==> src/rtl/rwt_pkg.sv <==
`timescale 1ns/1ps
package rwt_pkg;

    typedef enum logic {
        DIR_RD = 1'b0,
        DIR_WR = 1'b1
    } dir_e;

    function automatic int unsigned max_u(input int unsigned a, input int unsigned b);
        return (a > b) ? a : b;
    endfunction

    function automatic int unsigned width_for(input int unsigned n);
        return (n < 2) ? 1 : $clog2(n);
    endfunction

endpackage

==> src/rtl/rwt_own_mask.sv <==
`timescale 1ns/1ps
module rwt_own_mask #(
    parameter int unsigned DEPTH = 64,
    parameter int unsigned PCW   = 1,
    parameter int unsigned PC_ID = 0
) (
    input  logic [DEPTH-1:0]          vld,
    input  logic [DEPTH-1:0][PCW-1:0] tag,
    output logic [DEPTH-1:0]          own,
    output logic                      any
);
    always_comb begin
        for (int i = 0; i < DEPTH; i++) begin
            own[i] = vld[i] && (tag[i] == PCW'(PC_ID));
        end
    end

    assign any = |own;
endmodule

==> src/rtl/rwt_pick.sv <==
`timescale 1ns/1ps
module rwt_pick #(
    parameter int unsigned DEPTH = 64,
    parameter int unsigned IDXW  = 6
) (
    input  logic [DEPTH-1:0] cand,
    input  logic [DEPTH-1:0] hit,
    output logic             found,
    output logic [IDXW-1:0]  idx
);
    logic [DEPTH-1:0] hit_cand;
    logic [DEPTH-1:0] pool;

    assign hit_cand = cand & hit;
    assign pool     = (|hit_cand) ? hit_cand : cand;

    always_comb begin
        found = 1'b0;
        idx   = '0;
        for (int i = DEPTH - 1; i >= 0; i--) begin
            if (pool[i]) begin
                found = 1'b1;
                idx   = IDXW'(i);
            end
        end
    end
endmodule

==> src/rtl/rwt_turn_ctrl.sv <==
`timescale 1ns/1ps
module rwt_turn_ctrl
    import rwt_pkg::*;
#(
    parameter int unsigned MIN_RD = 64,
    parameter int unsigned MIN_WR = 64
) (
    input  logic clk,
    input  logic rst,
    input  logic rd_any,
    input  logic wr_any,
    input  logic found,
    output logic issue,
    output dir_e dir
);
    localparam int unsigned CMAX = max_u(max_u(MIN_RD, MIN_WR), 1);
    localparam int unsigned CNTW = $clog2(CMAX + 1);
    localparam logic [CNTW-1:0] LIM_RD  = CNTW'(MIN_RD);
    localparam logic [CNTW-1:0] LIM_WR  = CNTW'(MIN_WR);
    localparam logic [CNTW-1:0] CNT_TOP = CNTW'(CMAX);

    logic [CNTW-1:0] bursts;
    logic            cur_any;
    logic            oth_any;
    logic [CNTW-1:0] limit;
    logic            turn_now;

    always_comb begin
        cur_any  = (dir == DIR_WR) ? wr_any : rd_any;
        oth_any  = (dir == DIR_WR) ? rd_any : wr_any;
        limit    = (dir == DIR_WR) ? LIM_WR : LIM_RD;
        turn_now = oth_any && ((bursts >= limit) || !cur_any);
        issue    = found && !turn_now;
    end

    always_ff @(posedge clk) begin
        if (rst) begin
            dir    <= DIR_RD;
            bursts <= '0;
        end else if (turn_now) begin
            dir    <= (dir == DIR_WR) ? DIR_RD : DIR_WR;
            bursts <= '0;
        end else if (issue && (bursts != CNT_TOP)) begin
            bursts <= bursts + 1'b1;
        end
    end
endmodule

==> src/rtl/rwt_sched.sv <==
`timescale 1ns/1ps
module rwt_sched
    import rwt_pkg::*;
#(
    parameter  int unsigned NUM_PC = 2,
    parameter  int unsigned DEPTH  = 64,
    parameter  int unsigned MIN_RD = 64,
    parameter  int unsigned MIN_WR = 64,
    localparam int unsigned PCW    = width_for(NUM_PC),
    localparam int unsigned IDXW   = width_for(DEPTH)
) (
    input  logic                       clk,
    input  logic                       rst,
    input  logic [DEPTH-1:0]           rd_vld,
    input  logic [DEPTH-1:0][PCW-1:0]  rd_tag,
    input  logic [DEPTH-1:0]           rd_rdy,
    input  logic [DEPTH-1:0]           rd_hit,
    input  logic [DEPTH-1:0]           wr_vld,
    input  logic [DEPTH-1:0][PCW-1:0]  wr_tag,
    input  logic [DEPTH-1:0]           wr_rdy,
    input  logic [DEPTH-1:0]           wr_hit,
    output logic [NUM_PC-1:0]          gnt_vld,
    output logic [NUM_PC-1:0][IDXW-1:0] gnt_idx,
    output logic [NUM_PC-1:0]          bus_wr
);
    for (genvar p = 0; p < NUM_PC; p++) begin : g_pc
        logic [DEPTH-1:0] rd_own, wr_own;
        logic             rd_any, wr_any;
        logic [DEPTH-1:0] cand, hits;
        logic             found, issue;
        logic [IDXW-1:0]  pick_idx;
        dir_e             dir;

        rwt_own_mask #(.DEPTH(DEPTH), .PCW(PCW), .PC_ID(p)) u_rd_mask (
            .vld(rd_vld), .tag(rd_tag), .own(rd_own), .any(rd_any)
        );

        rwt_own_mask #(.DEPTH(DEPTH), .PCW(PCW), .PC_ID(p)) u_wr_mask (
            .vld(wr_vld), .tag(wr_tag), .own(wr_own), .any(wr_any)
        );

        always_comb begin
            if (dir == DIR_WR) begin
                cand = wr_own & wr_rdy;
                hits = wr_hit;
            end else begin
                cand = rd_own & rd_rdy;
                hits = rd_hit;
            end
        end

        rwt_pick #(.DEPTH(DEPTH), .IDXW(IDXW)) u_pick (
            .cand(cand), .hit(hits), .found(found), .idx(pick_idx)
        );

        rwt_turn_ctrl #(.MIN_RD(MIN_RD), .MIN_WR(MIN_WR)) u_turn (
            .clk(clk), .rst(rst), .rd_any(rd_any), .wr_any(wr_any),
            .found(found), .issue(issue), .dir(dir)
        );

        assign gnt_vld[p] = issue;
        assign gnt_idx[p] = pick_idx;
        assign bus_wr[p]  = (dir == DIR_WR);
    end
endmodule

==> config.mk <==
export PLATFORM = sky130hd
export DESIGN_NAME = rwt_sched
export DESIGN_NICKNAME = d
export VERILOG_FILES = /design/src/rtl/rwt_pkg.sv /design/src/rtl/rwt_own_mask.sv /design/src/rtl/rwt_pick.sv /design/src/rtl/rwt_turn_ctrl.sv /design/src/rtl/rwt_sched.sv
export SDC_FILE = /design/constraint.sdc
export NUM_CORES = 1
export LEC_CHECK = 0
export BUFFER_PORTS_ARGS = -buffer_cell sky130_fd_sc_hd__buf_2
export CAP_MARGIN = 20
export CORE_AREA = 5 5 203 205
export CTS_CLUSTER_DIAMETER = 120
export DETAILED_ROUTE_END_ITERATION = 6
export DIE_AREA = 0 0 208 210
export HOLD_SLACK_MARGIN = 0.05
export SYNTH_ARGS = -nofsm -noshare
export SYNTH_HDL_FRONTEND = slang
export SYNTH_HIERARCHICAL = 1
export SYNTH_SLANG_ARGS = --single-unit
==> constraint.sdc <==
create_clock -name clk -period 5.35 [get_ports clk]
set_input_delay 1.07 -clock clk [delete_from_list [all_inputs] [get_ports clk]]
set_output_delay 1.07 -clock clk [all_outputs]
set_load 0.02 [all_outputs]
==> results.txt, run 1 <==
----------------------------------------------------
[Power]
  Internal power ... 941 uW
  Part of the power in combinational logic ... 82.9%
  NetSw ... 790 uW
  Flop pwr share ... 7.6%
  IR drop worst, VDD ... 0.0000861 V
  Relative contribution of the clock network to total power ... 9.5%
  Switching power share of the total ... 45.6%
  Leakage component of the power ... 8.84 nW
  Power per standard cell area ... 91.8 mW/mm^2

[Yosys]
  Async set or reset register ratio after synthesis ... 0%
  Synthesized area per cell ... 6.69 sq um
  Post-synthesis register bit count ... 16
  Synthesized instance count ... 1532
  Post-synthesis sequential area ratio ... 3.12%
  Most instantiated flip-flop cell in the synthesis netlist ... sky130_fd_sc_hd__dfxtp_1
  Count of unique library cells instantiated by Yosys ... 56
  Total nets after synthesis ... 2050
  Yosys Warn Count ... 6
  Area of the mapped netlist ... 0.0103 sq mm
  Number of synthesized flops with an enable pin ... 0

[Drt]
  Number of DRC markers in iteration 0 ... 1497
  Final wirelength ... 80500 um
  Detailed-routing iteration count for the pre-antenna-repair pass ... 5
  Count of unresolved DRC violations after routing ... 0
  Vias after detailed routing ... 16.9k
  Vias per Instance ... 5.60
  Post-detailed-route wirelength per cell ... 26.6 um
  Number of antenna-violating nets in the routed design ... 0

[Timing]
  Final period demand of the worst path ... 5.63 ns
  Relative slew slack ... 41.5%
  Final setup TNS ... -0.919 ns
  Slew of the pin with the lowest slew margin ... 0.870 ns
  Count of final hold-check violations ... 0
  Worst-case setup margin in the final layout ... -0.275 ns
  Fraction of the cycle the final worst path needs ... 105%
  Count of endpoints failing setup in the final report ... 8
  Worst hold margin ... 0.526 ns
  Max Transition Viols Final ... 0
  Clock Skews ... 0.00400 ns
  F_max ... 178 MHz
  Unrepaired setup endpoints after global routing ... true

[Setup path]
  Launching element type of the critical path ... input pin
  Data required time of the critical path ... 4.28 ns
  Worst setup slack for register-to-register paths ... 0.78 ns
  Path type of the worst setup path ... input pin to primary output
  Path depth of the worst reg2reg path ... 22
  Reg-to-reg critical path endpoint ... g_pc[1].u_turn/bursts[6]$_SDFFE_PP0P_
  Worst Path Buf+Inv ... 4
  Worst stage delay on the critical path ... 0.58 ns
  Source of the worst register-to-register timing path ... g_pc[1].u_turn/dir$_SDFFE_PP0P_
  Worst-path cell with the longest stage delay ... sky130_fd_sc_hd__or4_4
  Cell family with most CP delay ... compound AO/OA/AOI/OAI gates
  Cells along the critical path ... buf_2, and2_1, nand3_1, o21ai_2, a22o_4, a221oi_2, nand4_1, nor4_4, buf_4, buf_8, o21ai_4, o211ai_1, a31oi_1, or4_4, a311oi_2, a211o_1, buf_6
  Arrival time of data at the critical path endpoint ... 4.56 ns
  Largest fanout of any net on the critical path ... 6
  Endpoint kind of the worst setup timing path ... primary output

[Finish]
  Post-layout instance count excluding filler cells ... 3023
  Area used by sequential logic in the layout ... 328 sq um
  Post-synthesis to final-layout area growth ... 83.8%
  Multi-input gate area ... 0.0109 sq mm
  Layout cells sized above 1 ... 57.6%
  Filler instances ... 4134
  Most used cells in the layout excluding fill and tap cells ... 503 x sky130_fd_sc_hd__buf_2, 448 x sky130_fd_sc_hd__buf_4, 178 x sky130_fd_sc_hd__nand2_1, 125 x sky130_fd_sc_hd__nand3_1, 112 x sky130_fd_sc_hd__mux2_4
  Most common cell after layout, fill and taps aside ... sky130_fd_sc_hd__buf_2
  Final nets ... 3007
  Final cell area excluding filler cells ... 0.0188 sq mm

[Die]
  Initial core utilization ... 26.1%
  Floorplan Core Area ... 0.0393 sq mm
  Die width ... 208 um
  Die Y ... 210 um
  Number of top-level pins ... 530
  Area of the die ... 0.0437 sq mm
  Core Rows ... 73

[Flow run]
  Max-cap violations ... 0

[Min path]
  Min-delay worst type ... register to register
  Worst Hold End ... g_pc[1].u_turn/bursts[5]$_SDFFE_PP0P_
  Worst Min Path Start ... g_pc[1].u_turn/bursts[5]$_SDFFE_PP0P_
  Count of cells along the worst hold path ... 2

[Placed design]
  Placed Cells incl. Taps ... 2980
  Total of buffers placed on input and output ports ... 529
  Placement-stage cell area ... 0.0167 sq mm
  Total half-perimeter wirelength after legalization and detailed placement ... 71200 um
  GPL Wtd Cong ... 1.02

[Global routing]
  Pin count of the biggest net entering global routing ... 40
  Residual overflow from global routing ... 0
  Number of global-route vias before repair ... 16.8k
  Global-route wire length before repair ... 110000 um
  Overall global routing resource usage ... 33.5%
  Initial antenna violation count ... 15

[Clock tree]
  Clock slew seen by the registers of the worst setup and hold paths ... 0.05 ns
  Num CTS Buffers ... 3
  TritonCTS clock tree ... yes
  Clock H-tree levels ... 1
  CTS Root Cell ... sky130_fd_sc_hd__clkbuf_16
  TritonCTS Sinks ... 16
  Worst skew pair latency ... 0.25 ns
  Hold Buf Count CTS ... 0
  CTS Buffer Depth ... 2

[Run status]
  Status ... finished, violations left
  Violated checks ... negative setup slack

----------------------------------------------------
synth_stat cells, types with 8 or more instances:
library cell               number  area, sq um
sky130_fd_sc_hd__o21ai_0      278         1390
sky130_fd_sc_hd__nand2_1      202          758
sky130_fd_sc_hd__nand3_1      144          721
sky130_fd_sc_hd__nor2b_1      136          851
sky130_fd_sc_hd__and2_1       126          788
sky130_fd_sc_hd__mux2_4       112         1680
sky130_fd_sc_hd__nand4_1       52          325
sky130_fd_sc_hd__nor4_1        42          263
sky130_fd_sc_hd__a22o_1        32          280
sky130_fd_sc_hd__a221oi_1      30          263
sky130_fd_sc_hd__buf_2         28          140
sky130_fd_sc_hd__or4_1         26          195
sky130_fd_sc_hd__nor2_1        24         90.1
sky130_fd_sc_hd__nor3_1        22          110
sky130_fd_sc_hd__inv_1         20         75.1
sky130_fd_sc_hd__a21oi_1       18         90.1
sky130_fd_sc_hd__a22oi_1       16          120
sky130_fd_sc_hd__dfxtp_1       16          320
sky130_fd_sc_hd__mux2_2        16          180
sky130_fd_sc_hd__o21a_1        16          120
sky130_fd_sc_hd__a31oi_1       14         87.6
sky130_fd_sc_hd__buf_6         14          158
sky130_fd_sc_hd__nand2b_1      14         87.6
sky130_fd_sc_hd__o211ai_1      12         90.1
sky130_fd_sc_hd__buf_4          9         67.6
sky130_fd_sc_hd__clkbuf_1       9         33.8
sky130_fd_sc_hd__a211oi_1       8         60.1
sky130_fd_sc_hd__a311oi_1       8         70.1
metrics by stage:
| stage | worst slack, ns | util, % | total power, mW |
|---|---|---|---|
| 2_1_floorplan | 0.258 | - | 0.606 |
| 3_3_place_gp | -0.626 | 42.4 | 1.35 |
| 3_5_place_dp | -0.677 | 42.4 | 1.35 |
| 4_1_cts | -0.145 | 45.4 | 1.62 |
| 5_1_grt | -0.314 | 48.0 | 1.80 |
| 6_report | -0.275 | 48.0 | 1.73 |
power by group through the flow:
stage	clock network, mW	registers, mW	logic (mW)
2_1_floorplan	0	0.132	0.474
3_3_place_gp	0	0.133	1.22
3_5_place_dp	0	0.134	1.22
4_1_cts	0.164	0.131	1.32
5_1_grt	0.172	0.133	1.50
6_report	0.165	0.132	1.43
flip-flops by register name (all words and copies together) (netlist names):
| signal | flops |
|---|---|
| g_pc.u_turn/dir | 2 |
| g_pc.u_turn/bursts | 14 |
tightest hold or removal path, stage by stage (launching register included):
cell	delay [ns]
sky130_fd_sc_hd__dfxtp_1	0.33
sky130_fd_sc_hd__o21ai_0	0.08
sky130_fd_sc_hd__a211oi_1	0.06
kinds of logic (layout without fill, tap and decap cells):
family	Yosys count	in the layout	synth area share, %
AND/OR/NAND/NOR	828	828	44.7
AO/OA/AOI/OAI	464	464	28.0
multiplexers	132	132	18.6
buffers and inverters	84	1040	4.82
flip-flops	16	16	3.12
adder cells (fa/ha/maj)	4	4	0.488
XOR/XNOR	4	4	0.342
other	0	10	0
cell type report:
cell class                 count  share of cell area [%]
timing repair buffer        1016                    36.0
tap                          525                    3.48
clock buffer                   4                   0.471
antenna                       10                   0.133
sequential                    16                    1.74
inverter                      20                   0.398
multi-input combinational   1432                    57.8
metal layers:
layer | share of wire, % | vias to the layer above | global-route usage [%]
met2 | 46 | 902 | 56.3
met3 | 7.9 | 182 | 5.83
met1 | 41 | 8102 | 43.4
li1 | - | 7743 | -
met5 | 0.071 | - | 0
met4 | 4.8 | 12 | 12.1
what timing repair did:
| action | CTS | global route |
|---|---|---|
| setup buffers | 27 | 25 |
| gates cloned | 6 | 2 |
| pin swaps | 83 | 106 |
| endpoints found under the setup margin | 14 | 14 |
| resized for setup | 322 | 265 |
how the worst max path moves through the flow:
| stage | start | slack (ns) | cells past startpoint | to |
|---|---|---|---|---|
| 3_5_place_dp | wr_vld[26] | -0.68 | 17 | gnt_idx[6] |
| 2_1_floorplan | wr_vld[26] | 0.26 | 15 | gnt_idx[7] |
| 6_report | wr_tag[61] | -0.28 | 17 | gnt_idx[6] |
| 3_3_place_gp | wr_vld[26] | -0.63 | 17 | gnt_idx[6] |
| 4_1_cts | wr_vld[31] | -0.15 | 19 | gnt_idx[0] |
| 5_1_grt | wr_tag[19] | -0.31 | 17 | gnt_idx[6] |
Note: power is estimated with default switching activity, not from simulation.
==> run 2, diff against run 1 <==
==> constraint.sdc (replaced) <==
create_clock -name clk -period 5.35 [get_ports clk]
set_input_delay 1.605 -clock clk [delete_from_list [all_inputs] [get_ports clk]]
set_output_delay 1.605 -clock clk [all_outputs]
set_load 0.02 [all_outputs]
==> results.txt, run 2 (synthesized netlist as in run 1, its figures left out) <==
----------------------------------------------------
[Timing]
  Worst-case setup margin in the final layout ... -1.26 ns
  F_max ... 151 MHz
  Slew of the pin with the lowest slew margin ... 0.767 ns
  Final period demand of the worst path ... 6.61 ns
  Clock Skews ... 0.000510 ns
  Count of endpoints failing setup in the final report ... 14
  Relative slew slack ... 48.4%
  Count of final hold-check violations ... 0
  Max Transition Viols Final ... 0
  Fraction of the cycle the final worst path needs ... 124%
  Unrepaired setup endpoints after global routing ... true

[Power]
  Part of the power in combinational logic ... 84.1%
  Internal power ... 945 uW
  Switching power share of the total ... 45.3%
  IR drop worst, VDD ... 0.0000776 V
  Leakage component of the power ... 9.03 nW
  Power per standard cell area ... 90.4 mW/mm^2
  Tot Pwr ... 1.73 mW
  Flop pwr share ... 7.6%
  Relative contribution of the clock network to total power ... 8.3%
  NetSw ... 782 uW

[Finish]
  Most common cell after layout, fill and taps aside ... sky130_fd_sc_hd__buf_2
  Final nets ... 3050
  Most used cells in the layout excluding fill and tap cells ... 509 x sky130_fd_sc_hd__buf_2, 493 x sky130_fd_sc_hd__buf_4, 185 x sky130_fd_sc_hd__nand2_1, 129 x sky130_fd_sc_hd__nand3_1
  Utilization of the core after routing ... 48.6%
  Layout cells sized above 1 ... 57.4%
  Filler instances ... 4012
  Largest registers ... g_pc.u_turn/bursts x14, g_pc.u_turn/dir x2
  Post-layout instance count excluding filler cells ... 3066
  Multi-input gate area ... 0.0108 sq mm
  Post-synthesis to final-layout area growth ... 86.3%
  Most flops, register ... g_pc.u_turn/bursts
  Flip-flop count of the largest register after layout ... 14
  Area used by sequential logic in the layout ... 328 sq um

[Drt]
  Vias per Instance ... 5.59
  Number of antenna-violating nets in the routed design ... 0
  Vias after detailed routing ... 17.1k
  Number of DRC markers in iteration 0 ... 1577
  Count of unresolved DRC violations after routing ... 0
  Post-detailed-route wirelength per cell ... 25.4 um
  Final wirelength ... 78000 um
  Detailed-routing iteration count for the pre-antenna-repair pass ... 6

[Run status]
  Status ... finished, violations left
  Violated checks ... negative setup slack

[Setup path]
  Arrival time of data at the critical path endpoint ... 5.00 ns
  Worst-path cell with the longest stage delay ... sky130_fd_sc_hd__or4_4
  Launching element type of the critical path ... input pin
  Endpoint kind of the worst setup timing path ... primary output
  Worst stage delay on the critical path ... 0.49 ns
  Cell family with most CP delay ... compound AO/OA/AOI/OAI gates
  Path type of the worst setup path ... input pin to primary output
  Worst Path Buf+Inv ... 5
  Start point of the critical path ... wr_vld[46]
  Cells along the critical path ... buf_2, and2_4, nand3_2, o21ai_4, a22o_4, a221oi_4, nand4_1, nor4_4, buf_6, buf_6, buf_6, o21ai_4, o211ai_1, a31oi_1, or4_4, a311oi_2, a211o_1, buf_6
  Source of the worst register-to-register timing path ... g_pc[0].u_turn/dir$_SDFFE_PP0P_
  Largest fanout of any net on the critical path ... 6
  Data required time of the critical path ... 3.74 ns
  CP most frequent cell ... sky130_fd_sc_hd__buf_6

[Die]
  Floorplan Core Area ... 0.0393 sq mm
  Area of the die ... 0.0437 sq mm
  Die width ... 208 um
  Number of top-level pins ... 530
  Die Y ... 210 um
  Initial core utilization ... 26.1%
  Core Rows ... 73

[Clock tree]
  TritonCTS clock tree ... yes
  Num CTS Buffers ... 3
  Clock H-tree levels ... 1
  CTS Buffer Depth ... 2
  Worst skew pair latency ... 0.24 ns
  TritonCTS Sinks ... 16
  Clock slew seen by the registers of the worst setup and hold paths ... 0.05 ns
  CTS Root Cell ... sky130_fd_sc_hd__clkbuf_16

[Placed design]
  Setup slack at placement ... -1.72 ns
  GPL Wtd Cong ... 1.07
  Total half-perimeter wirelength after legalization and detailed placement ... 68700 um
  Placed Cells incl. Taps ... 3009
  Total of buffers placed on input and output ports ... 529

[Global routing]
  Number of global-route vias before repair ... 16.9k
  Overall global routing resource usage ... 32.7%
  Pin count of the biggest net entering global routing ... 35
  Residual overflow from global routing ... 0
  Global-route wire length before repair ... 109000 um
  Initial antenna violation count ... 13

[Min path]
  Worst Min Path Start ... g_pc[0].u_turn/bursts[5]$_SDFFE_PP0P_
  Min-delay worst type ... register to register

[Flow run]
  Max-cap violations ... 0

----------------------------------------------------
## run 2: changes by cell type in the layout (fill, tap and decap cells not counted), moves of 6 or more
cell | before | now
sky130_fd_sc_hd__buf_12 | 9 | 17
sky130_fd_sc_hd__nand2_1 | 178 | 185
sky130_fd_sc_hd__nor2b_4 | 18 | 11
sky130_fd_sc_hd__buf_6 | 48 | 34
sky130_fd_sc_hd__o21ai_4 | 30 | 24
sky130_fd_sc_hd__buf_4 | 448 | 493
sky130_fd_sc_hd__nand2_2 | 20 | 14
sky130_fd_sc_hd__o21ai_0 | 97 | 104
sky130_fd_sc_hd__o21ai_2 | 73 | 59
sky130_fd_sc_hd__buf_2 | 503 | 509
sky130_fd_sc_hd__o21ai_1 | 82 | 95
## run 2: path summary, 6_finish.rpt
kind                                      endpoint  slack [ns]  cells after the start
min          g_pc[0].u_turn/bursts[5]$_SDFFE_PP0P_        0.54                      2
min reg2reg  g_pc[0].u_turn/bursts[5]$_SDFFE_PP0P_        0.54                      2
max reg2reg  g_pc[0].u_turn/bursts[5]$_SDFFE_PP0P_        0.76                     22
max                                     gnt_idx[6]       -1.26                     18
## run 2: power by group through the flow
stage	Combinational, mW	Sequential [mW]	Clock (mW)
after detailed placement	1.25	0.133	0
after floorplan	0.512	0.132	0
after CTS	1.36	0.131	0.145
after global placement	1.25	0.133	0
final	1.45	0.131	0.143
after global routing	1.52	0.132	0.150
## run 2: layout make-up
class / count / share of cell area (%)
antenna: 11 / 0.144
tap: 525 / 3.44
sequential: 16 / 1.72
timing repair buffer: 1059 / 37.2
inverter: 20 / 0.393
multi-input combinational: 1432 / 56.7
clock buffer: 3 / 0.393
## run 2: what timing repair did
item | CTS | global route
gates resized for setup | 282 | 180
pin swaps | 78 | 78
cloned | 8 | 1
endpoints found under the setup margin | 23 | 21
buffers inserted | 32 | 23
hold buffers | 0 | 0
## run 2: layer usage
layer | vias up | wire length (um) | track usage [%] | share of wire [%]
li1 | 7836 | - | - | -
met1 | 8171 | 31300 | 41.3 | 40
met2 | 965 | 36900 | 55.7 | 47
met3 | 166 | 5980 | 5.27 | 7.7
met4 | 6 | 3750 | 13.2 | 4.8
met5 | - | 41 | 0 | 0.053
## run 2: through the flow
step	hold slack [ns]	TNS, ns	instance area, sq um
final	0.541	-15.40	19100
after floorplan	0.489	-5.29	10500
after detailed placement	0.525	-25.57	17200
after CTS	0.534	-15.28	18400
after global routing	0.559	-16.84	19100
after global placement	0.510	-24.74	17200
## run 2: tightest hold or removal path, stage by stage (launching register included)
cell                       delay (ns)
sky130_fd_sc_hd__dfxtp_1         0.34
sky130_fd_sc_hd__o21ai_0         0.08
sky130_fd_sc_hd__a211oi_1        0.07
